File: src/rtl/xpc_pkg.sv
package xpc_pkg;

   typedef enum logic [1:0] {
      PS_SAVE = 2'd0,
      PS_STBY = 2'd1,
      PS_RUN  = 2'd2
   } pstate_t;

   typedef enum logic [1:0] {
      CM_SER      = 2'd0,
      CM_SER_TEST = 2'd1,
      CM_MEM      = 2'd2,
      CM_MEM_TEST = 2'd3
   } cmode_t;

   function automatic logic is_mem_boot(input cmode_t m);
      return m[1];
   endfunction

endpackage

File: src/rtl/xpc_edge_sync.sv
module xpc_edge_sync #(
   parameter int STAGES = 2
) (
   input  logic clk,
   input  logic rst_n,
   input  logic d_i,
   output logic rise_o
);
   logic synced;
   logic prev_q;

   initial begin
      if (STAGES < 0 || STAGES > 4) $fatal(1, "xpc_edge_sync: STAGES out of range");
   end

   generate
      if (STAGES == 0) begin : g_direct
         assign synced = d_i;
      end else begin : g_chain
         logic [STAGES-1:0] chain_q;
         always_ff @(posedge clk or negedge rst_n) begin
            if (!rst_n) chain_q <= '0;
            else        chain_q <= {chain_q[STAGES-2 >= 0 ? STAGES-2 : 0 : 0], d_i};
         end
         assign synced = chain_q[STAGES-1];
      end
   endgenerate

   always_ff @(posedge clk or negedge rst_n) begin
      if (!rst_n) prev_q <= 1'b0;
      else        prev_q <= synced;
   end

   assign rise_o = synced & ~prev_q;

endmodule

File: src/rtl/xpc_ctl_regs.sv
module xpc_ctl_regs #(
   parameter int             AW       = 8,
   parameter int             DW       = 8,
   parameter logic [AW-1:0]  CTL_ADDR = 8'h0A
) (
   input  logic          clk,
   input  logic          rst_n,
   input  logic          clear_i,
   input  logic          wr_en,
   input  logic [AW-1:0] wr_addr,
   input  logic [DW-1:0] wr_data,
   input  logic [AW-1:0] rd_addr,
   output logic [DW-1:0] ctl_q,
   output logic [DW-1:0] rd_data
);
   logic ctl_hit;

   assign ctl_hit = wr_en && (wr_addr == CTL_ADDR);

   always_ff @(posedge clk or negedge rst_n) begin
      if (!rst_n)        ctl_q <= '0;
      else if (clear_i)  ctl_q <= '0;
      else if (ctl_hit)  ctl_q <= wr_data;
   end

   always_comb begin
      rd_data = '0;
      if (rd_addr == CTL_ADDR) rd_data = ctl_q;
   end

   // a clear request empties the control register by the next cycle
   p_clear_empties_r4: assert property (@(posedge clk) disable iff (!rst_n)
      clear_i |=> (ctl_q == '0));

endmodule

File: src/rtl/xpc_swreset.sv
module xpc_swreset
   import xpc_pkg::*;
#(
   parameter int             AW       = 8,
   parameter int             DW       = 8,
   parameter logic [AW-1:0]  RST_ADDR = 8'h09,
   parameter logic [DW-1:0]  MAGIC    = 8'h55,
   parameter int             SYNC     = 2
) (
   input  logic          clk,
   input  logic          rst_n,
   input  cmode_t        mode_i,
   input  logic          wr_en,
   input  logic [AW-1:0] wr_addr,
   input  logic [DW-1:0] wr_data,
   input  logic          sclk_i,
   input  logic          cs_i,
   output logic          hit_o,
   output logic          active_o
);
   logic sclk_rise;
   logic cs_rise;
   logic release_edge;
   logic active_q;

   xpc_edge_sync #(.STAGES(SYNC)) u_sclk_sync (
      .clk(clk), .rst_n(rst_n), .d_i(sclk_i), .rise_o(sclk_rise));

   xpc_edge_sync #(.STAGES(SYNC)) u_cs_sync (
      .clk(clk), .rst_n(rst_n), .d_i(cs_i), .rise_o(cs_rise));

   assign release_edge = sclk_rise | cs_rise;

   assign hit_o = wr_en && (wr_addr == RST_ADDR) && (wr_data == MAGIC)
                  && (mode_i != CM_MEM);

   always_ff @(posedge clk or negedge rst_n) begin
      if (!rst_n)                         active_q <= 1'b0;
      else if (hit_o)                     active_q <= 1'b1;
      else if (active_q && release_edge)  active_q <= 1'b0;
   end

   assign active_o = active_q;

   // an accepted command raises the reset on the next cycle
   p_magic_sets_r4: assert property (@(posedge clk) disable iff (!rst_n)
      (wr_en && wr_addr == RST_ADDR && wr_data == MAGIC && mode_i != CM_MEM)
      |=> active_q);

   // plain memory-boot mode never starts a software reset
   p_mem_ignores_r6: assert property (@(posedge clk) disable iff (!rst_n)
      (!active_q && mode_i == CM_MEM) |=> !active_q);

   // without a release edge a pending reset persists
   p_hold_without_edge_r5: assert property (@(posedge clk) disable iff (!rst_n)
      (active_q && !sclk_rise && !cs_rise) |=> active_q);

endmodule

File: src/rtl/xpc_power_fsm.sv
module xpc_power_fsm
   import xpc_pkg::*;
(
   input  logic    clk,
   input  logic    rst_n,
   input  cmode_t  mode_i,
   input  logic    en_pin,
   input  logic    en_bit,
   input  logic    act_bit,
   output pstate_t state_q
);
   logic    awake;
   pstate_t state_d;

   always_comb begin
      if (is_mem_boot(mode_i)) awake = en_bit;
      else                     awake = en_pin & en_bit;
      if (!awake)       state_d = PS_SAVE;
      else if (act_bit) state_d = PS_RUN;
      else              state_d = PS_STBY;
   end

   always_ff @(posedge clk or negedge rst_n) begin
      if (!rst_n) state_q <= PS_SAVE;
      else        state_q <= state_d;
   end

   // enable pin low in a serial mode forces battery saving
   p_pin_low_saves_r2: assert property (@(posedge clk) disable iff (!rst_n)
      (!mode_i[1] && !en_pin) |=> (state_q == PS_SAVE));

   // memory-boot modes reach run from the bits alone
   p_mem_run_r3: assert property (@(posedge clk) disable iff (!rst_n)
      (mode_i[1] && en_bit && act_bit) |=> (state_q == PS_RUN));

   // only the two legal codes of an awake state appear
   p_state_legal_r2: assert property (@(posedge clk) disable iff (!rst_n)
      state_q != 2'd3);

endmodule

File: src/rtl/xpc_antsw.sv
module xpc_antsw
   import xpc_pkg::*;
#(
   parameter int N = 2
) (
   input  logic          clk,
   input  logic          rst_n,
   input  cmode_t        mode_i,
   input  pstate_t       state_i,
   input  logic [N-1:0]  sel_i,
   output logic [N-1:0]  sw_o,
   output logic [N-1:0]  oe_o
);
   initial begin
      if (N < 1) $fatal(1, "xpc_antsw: N must be positive");
   end

   genvar i;
   generate
      for (i = 0; i < N; i++) begin : g_sw
         logic sw_q;
         always_ff @(posedge clk or negedge rst_n) begin
            if (!rst_n) sw_q <= 1'b0;
            else        sw_q <= (state_i != PS_SAVE) && !is_mem_boot(mode_i) && sel_i[i];
         end
         assign sw_o[i] = sw_q;
         assign oe_o[i] = !is_mem_boot(mode_i);

         // battery saving drives the switch low on the next cycle
         p_low_in_save_r7: assert property (@(posedge clk) disable iff (!rst_n)
            (state_i == PS_SAVE) |=> !sw_q);
      end
   endgenerate

endmodule

File: src/rtl/xcvr_pwr_ctrl.sv
module xcvr_pwr_ctrl
   import xpc_pkg::*;
#(
   parameter int            AW       = 8,
   parameter int            DW       = 8,
   parameter logic [AW-1:0] RST_ADDR = 8'h09,
   parameter logic [AW-1:0] CTL_ADDR = 8'h0A,
   parameter logic [DW-1:0] MAGIC    = 8'h55,
   parameter int            EN_BIT   = 7,
   parameter int            ACT_BIT  = 6,
   parameter int            TX_BIT   = 3,
   parameter int            RX_BIT   = 2,
   parameter int            SYNC     = 2
) (
   input  logic          clk,
   input  logic          rst_n,
   input  logic [1:0]    mode_pins,
   input  logic          en_pin,
   input  logic          sclk_i,
   input  logic          cs_i,
   input  logic          wr_en,
   input  logic [AW-1:0] wr_addr,
   input  logic [DW-1:0] wr_data,
   input  logic [AW-1:0] rd_addr,
   output logic [DW-1:0] rd_data,
   output logic [1:0]    mode_o,
   output logic [1:0]    pstate_o,
   output logic          status_o,
   output logic          swrst_o,
   output logic          tx_sw_o,
   output logic          tx_sw_oe,
   output logic          rx_sw_o,
   output logic          rx_sw_oe
);
   localparam int NSW = 2;

   initial begin
      if (DW <= EN_BIT || DW <= ACT_BIT || DW <= TX_BIT || DW <= RX_BIT)
         $fatal(1, "xcvr_pwr_ctrl: control bit outside data width");
      if (RST_ADDR == CTL_ADDR)
         $fatal(1, "xcvr_pwr_ctrl: reset and control addresses collide");
   end

   cmode_t          mode;
   pstate_t         state;
   logic [DW-1:0]   ctl_q;
   logic            sw_hit;
   logic            sw_active;
   logic [NSW-1:0]  sw_lvl;
   logic [NSW-1:0]  sw_oe;

   assign mode = cmode_t'(mode_pins);

   xpc_swreset #(
      .AW(AW), .DW(DW), .RST_ADDR(RST_ADDR), .MAGIC(MAGIC), .SYNC(SYNC)
   ) u_swrst (
      .clk(clk), .rst_n(rst_n), .mode_i(mode),
      .wr_en(wr_en), .wr_addr(wr_addr), .wr_data(wr_data),
      .sclk_i(sclk_i), .cs_i(cs_i),
      .hit_o(sw_hit), .active_o(sw_active));

   xpc_ctl_regs #(.AW(AW), .DW(DW), .CTL_ADDR(CTL_ADDR)) u_regs (
      .clk(clk), .rst_n(rst_n), .clear_i(sw_hit | sw_active),
      .wr_en(wr_en), .wr_addr(wr_addr), .wr_data(wr_data),
      .rd_addr(rd_addr), .ctl_q(ctl_q), .rd_data(rd_data));

   xpc_power_fsm u_fsm (
      .clk(clk), .rst_n(rst_n), .mode_i(mode), .en_pin(en_pin),
      .en_bit(ctl_q[EN_BIT]), .act_bit(ctl_q[ACT_BIT]), .state_q(state));

   xpc_antsw #(.N(NSW)) u_ant (
      .clk(clk), .rst_n(rst_n), .mode_i(mode), .state_i(state),
      .sel_i({ctl_q[RX_BIT], ctl_q[TX_BIT]}),
      .sw_o(sw_lvl), .oe_o(sw_oe));

   assign mode_o   = mode_pins;
   assign pstate_o = state;
   assign status_o = (state != PS_SAVE);
   assign swrst_o  = sw_active;
   assign tx_sw_o  = sw_lvl[0];
   assign rx_sw_o  = sw_lvl[1];
   assign tx_sw_oe = sw_oe[0];
   assign rx_sw_oe = sw_oe[1];

   // a raised switch implies the indicator was high a cycle before
   p_switch_needs_status_r8: assert property (@(posedge clk) disable iff (!rst_n)
      (tx_sw_o || rx_sw_o) |-> $past(status_o));

   // a pending software reset keeps the chip in battery saving
   p_swrst_saves_r5: assert property (@(posedge clk) disable iff (!rst_n)
      (swrst_o && $past(swrst_o)) |-> (pstate_o == 2'd0));

endmodule

File: config.mk
export PLATFORM = sky130hd
export DESIGN_NAME = xcvr_pwr_ctrl
export DESIGN_NICKNAME = d
export VERILOG_FILES = /design/src/rtl/xpc_pkg.sv /design/src/rtl/xpc_edge_sync.sv /design/src/rtl/xpc_ctl_regs.sv /design/src/rtl/xpc_swreset.sv /design/src/rtl/xpc_power_fsm.sv /design/src/rtl/xpc_antsw.sv /design/src/rtl/xcvr_pwr_ctrl.sv
export SDC_FILE = /design/constraint.sdc
export NUM_CORES = 1
export LEC_CHECK = 0
export BUFFER_PORTS_ARGS = -buffer_cell sky130_fd_sc_hd__buf_2
export CAP_MARGIN = 5
export CORE_ASPECT_RATIO = 1.1
export CORE_MARGIN = 4
export CORE_UTILIZATION = 47
export CTS_CLUSTER_SIZE = 25
export DETAILED_ROUTE_END_ITERATION = 10
export GPL_TIMING_DRIVEN = 0
export PLACE_DENSITY = 0.92
export SYNTH_ARGS = -nofsm -noshare
export SYNTH_HDL_FRONTEND = slang
export SYNTH_SLANG_ARGS = --single-unit
File: constraint.sdc
create_clock -name clk -period 3.6 [get_ports clk]
set_clock_uncertainty 0.2 [all_clocks]
set_input_delay 0.72 -clock clk [delete_from_list [all_inputs] [get_ports clk]]
set_output_delay 0.72 -clock clk [all_outputs]
set_load 0.01 [all_outputs]
==> summary.md <==
| Metric | Value |
|---|---|
| Status | `finished, final reports clean` |
| IO Port Bufs | `49` |
| Sequential share of the synthesized area | `0.507` |
| Slowest cell on the critical path | `or4_1` |
| Pleak | `0.000646 uW` |
| Maximum vdd drop | `around 0.00023 V` |
| H-tree depth | `1` |
| Reg-to-reg slack, setup | `2440 ps` |
| Die H | `between 50 and 60 um` |
| Fin nets | `between 150 and 200` |
| Fillers | `160` |
| Initial Utilization | `0.510` |
| Worst slew margin | `0.551` |
| Fin. Hold Viols | `0` |
| Worst-path cell chain | `buf_2, or4_1, nor2_1, and2_1, buf_2` |
| Highest clock rate | `341 MHz` |
| Slew @ Worst Pin | `roughly 670 ps` |
| Crit share post-route | `0.814` |
| Number of synthesized register bits | `19` |
| Sum Neg Setup Slack | `0 ps` |
| Placeable core area | `between 1500 and 2000 um2` |
| Crit Path Category | `in2out` |
| RR Endpoint | `u_regs.ctl_q[7]` |
| Worst Path Arrival | `between 2000 and 2500 ps` |
| Layout Cells excl Fill | `167` |
| Most frequent cells in the layout | `50 x buf_2, 19 x dfrtp_1, 8 x nand4_1, 8 x o31ai_1, 8 x a221oi_1` |
| RSZ-0062 raised after global routing | `no` |
| Area of the multi-input gates | `398 um2` |
| YS warnings | `0` |
| Final setup violation count | `0` |
| CTS tree | `yes` |
| Period minus WS final | `2930 ps` |
| Post-Syn Instances | `87` |
| Maximum fanout along the worst path | `7` |
| Post-Synthesis Cell Area | `938 um2` |
| Largest net degree at the start of global routing | `20` |
| Sink Count | `19` |
| Drt pass-1 iters | `4` |
| Drt wl/cell | `between 10 and 15 um` |
| Placed cell count | `roughly 160` |
| Avg Cell Area, Syn | `approximately 11 um2` |
| Die area | `2780 um2` |
| Num ports | `50` |
| Clock tree buffer depth | `2` |
| Total routed wirelength | `~2300 um` |
| Vias | `a little over 900` |
| CP dominant cell by count | `buf_2` |
| Share of layout cells above drive strength 1 | `0.421` |
| Die Wd | `50.6 um` |
| Netlist cell types | `27` |
| CP Launch Type | `input port` |
| MaxCap Viol Count | `0` |
| Antenna violation net count after detailed routing | `0` |
| Via density per instance | `approximately 5.5` |
| Residual DRC count | `0` |
| Area Overhead vs Synth | `32.7%` |
| Pwr dens | `approximately 300 nW/um2` |
| Fin util | `0.676` |
| Hold Path Class | `in2async` |
| Post_cts resized | `0` |
| Global-route wire length before repair | `3590 um` |
| PnR Total Power | `about 380 uW` |
| GP Congestion | `0.856` |
| Final hold slack | `between 100 and 150 ps` |
| DP HPWL | `1860 um` |
| CP Data Required Time | `between 2000 and 3000 ps` |
| Num CTS Buffers | `3` |
| Post-CTS Setup Repair Bufs | `0` |
| CTS clk-pin slew, worst paths | `100 ps` |
| Initial antenna violation count | `0` |
| Total congestion overflow | `0` |
| Clock latency on the worst-skew pair | `300 ps` |
| Worst r2r src | `u_swrst.active_o` |
| Crit-path max cell delay | `about 550 ps` |
| Vias in the first global route | `about 860` |
| Commonest non-fill, non-tap cell in the layout | `buf_2` |
| 1st-iter DRT viols | `25` |
| Fin. max-slew vios | `0` |
| Root buf cell | `clkbuf_4` |
| Gr usage total | `0.174` |
| CTS Hold Bufs | `0` |
| Setup crit end kind | `output pin` |
| R2R depth | `2` |
| Antenna cells | `0` |
| Reg area | `~480 um2` |
| Std cell rows | `16` |
| Syn Nets | `about 120` |
[metal layers]
metal  track usage  up-vias  share of wire
li1              -      439              -
met1         0.204      433           0.41
met2         0.317       46           0.49
met3        0.0163        5          0.077
met4        0.0942        0          0.023
met5             0        -              0
[registers in the layout, summed over array words and instances, names as in the netlist]
signal and cells:
u_swrst.active_o 1, u_swrst.u_sclk_sync.g_chain.chain_q 2, u_ant.g_sw.sw_q 2, u_fsm.state_q 2, u_swrst.u_cs_sync.prev_q 1, u_swrst.u_sclk_sync.prev_q 1
u_regs.ctl_q 8, u_swrst.u_cs_sync.g_chain.chain_q 2
[critical path: cells and delay by family]
| family | cells | cell delay, ps |
|---|---|---|
| buf+inv | 2 | 220 |
| simple gates | 3 | 1070 |
[synthesized netlist by cell type (all sizes together)]
| cell type | n | share of area |
|---|---|---|
| a21oi | 1 | 0.0053 |
| a221oi | 8 | 0.075 |
| a22o | 1 | 0.0093 |
| and2 | 7 | 0.047 |
| and3 | 2 | 0.013 |
| and3b | 1 | 0.0093 |
| buf | 8 | 0.045 |
| clkbuf | 1 | 0.0040 |
| dfrtp | 19 | 0.51 |
| inv | 5 | 0.020 |
| nand2b | 1 | 0.0067 |
| nand3b | 1 | 0.0080 |
| nand4 | 8 | 0.053 |
| nand4bb | 1 | 0.012 |
| nor2 | 4 | 0.016 |
| nor2b | 2 | 0.013 |
| nor3 | 2 | 0.023 |
| nor4 | 1 | 0.013 |
| nor4bb | 1 | 0.011 |
| o2111a | 1 | 0.012 |
| o21ai | 1 | 0.0053 |
| o31ai | 8 | 0.064 |
| or4 | 2 | 0.016 |
| or4bb | 1 | 0.012 |
[where the power goes]
part	total, uW	switching [uW]	internal, uW	leakage, uW
clock	107	65.3	41.5	0.0000177
sequential	225	3.82	221	0.000250
combinational	51.7	26.6	25.1	0.000378
[logic make-up after synthesis]
family                 after synthesis  synth area share
AND/OR/NAND/NOR                     34             0.253
AO/OA/AOI/OAI                       20             0.171
flip-flops                          19             0.507
buffers and inverters               14            0.0693
[metrics by stage]
stage	cell area [um2]	setup WS, ps
3_5_place_dp	1220	662
3_3_place_gp	1220	695
2_1_floorplan	938	1010
6_report	1240	671
4_1_cts	1240	661
5_1_grt	1240	576
[worst max path at each step]
stage,endpoint,slack (ps),cells past startpoint,start
2_1_floorplan,rd_data[0],1010,3,rd_addr[5]
3_3_place_gp,rd_data[1],700,5,rd_addr[5]
3_5_place_dp,rd_data[7],660,5,rd_addr[5]
4_1_cts,rd_data[7],660,5,rd_addr[5]
5_1_grt,rd_data[7],580,5,rd_addr[5]
6_report,rd_data[7],670,5,rd_addr[5]
[area by class of cell]
cell class              count  area share
flip-flops and latches     19       0.382
multi-input cells          54       0.320
repair buffers             49       0.197
plain buffers               9      0.0372
well taps                  27      0.0271
clock buffers               3      0.0181
inverters                   5      0.0151
clock inverters             1     0.00402
Note: power is estimated with default switching activity, not from simulation.
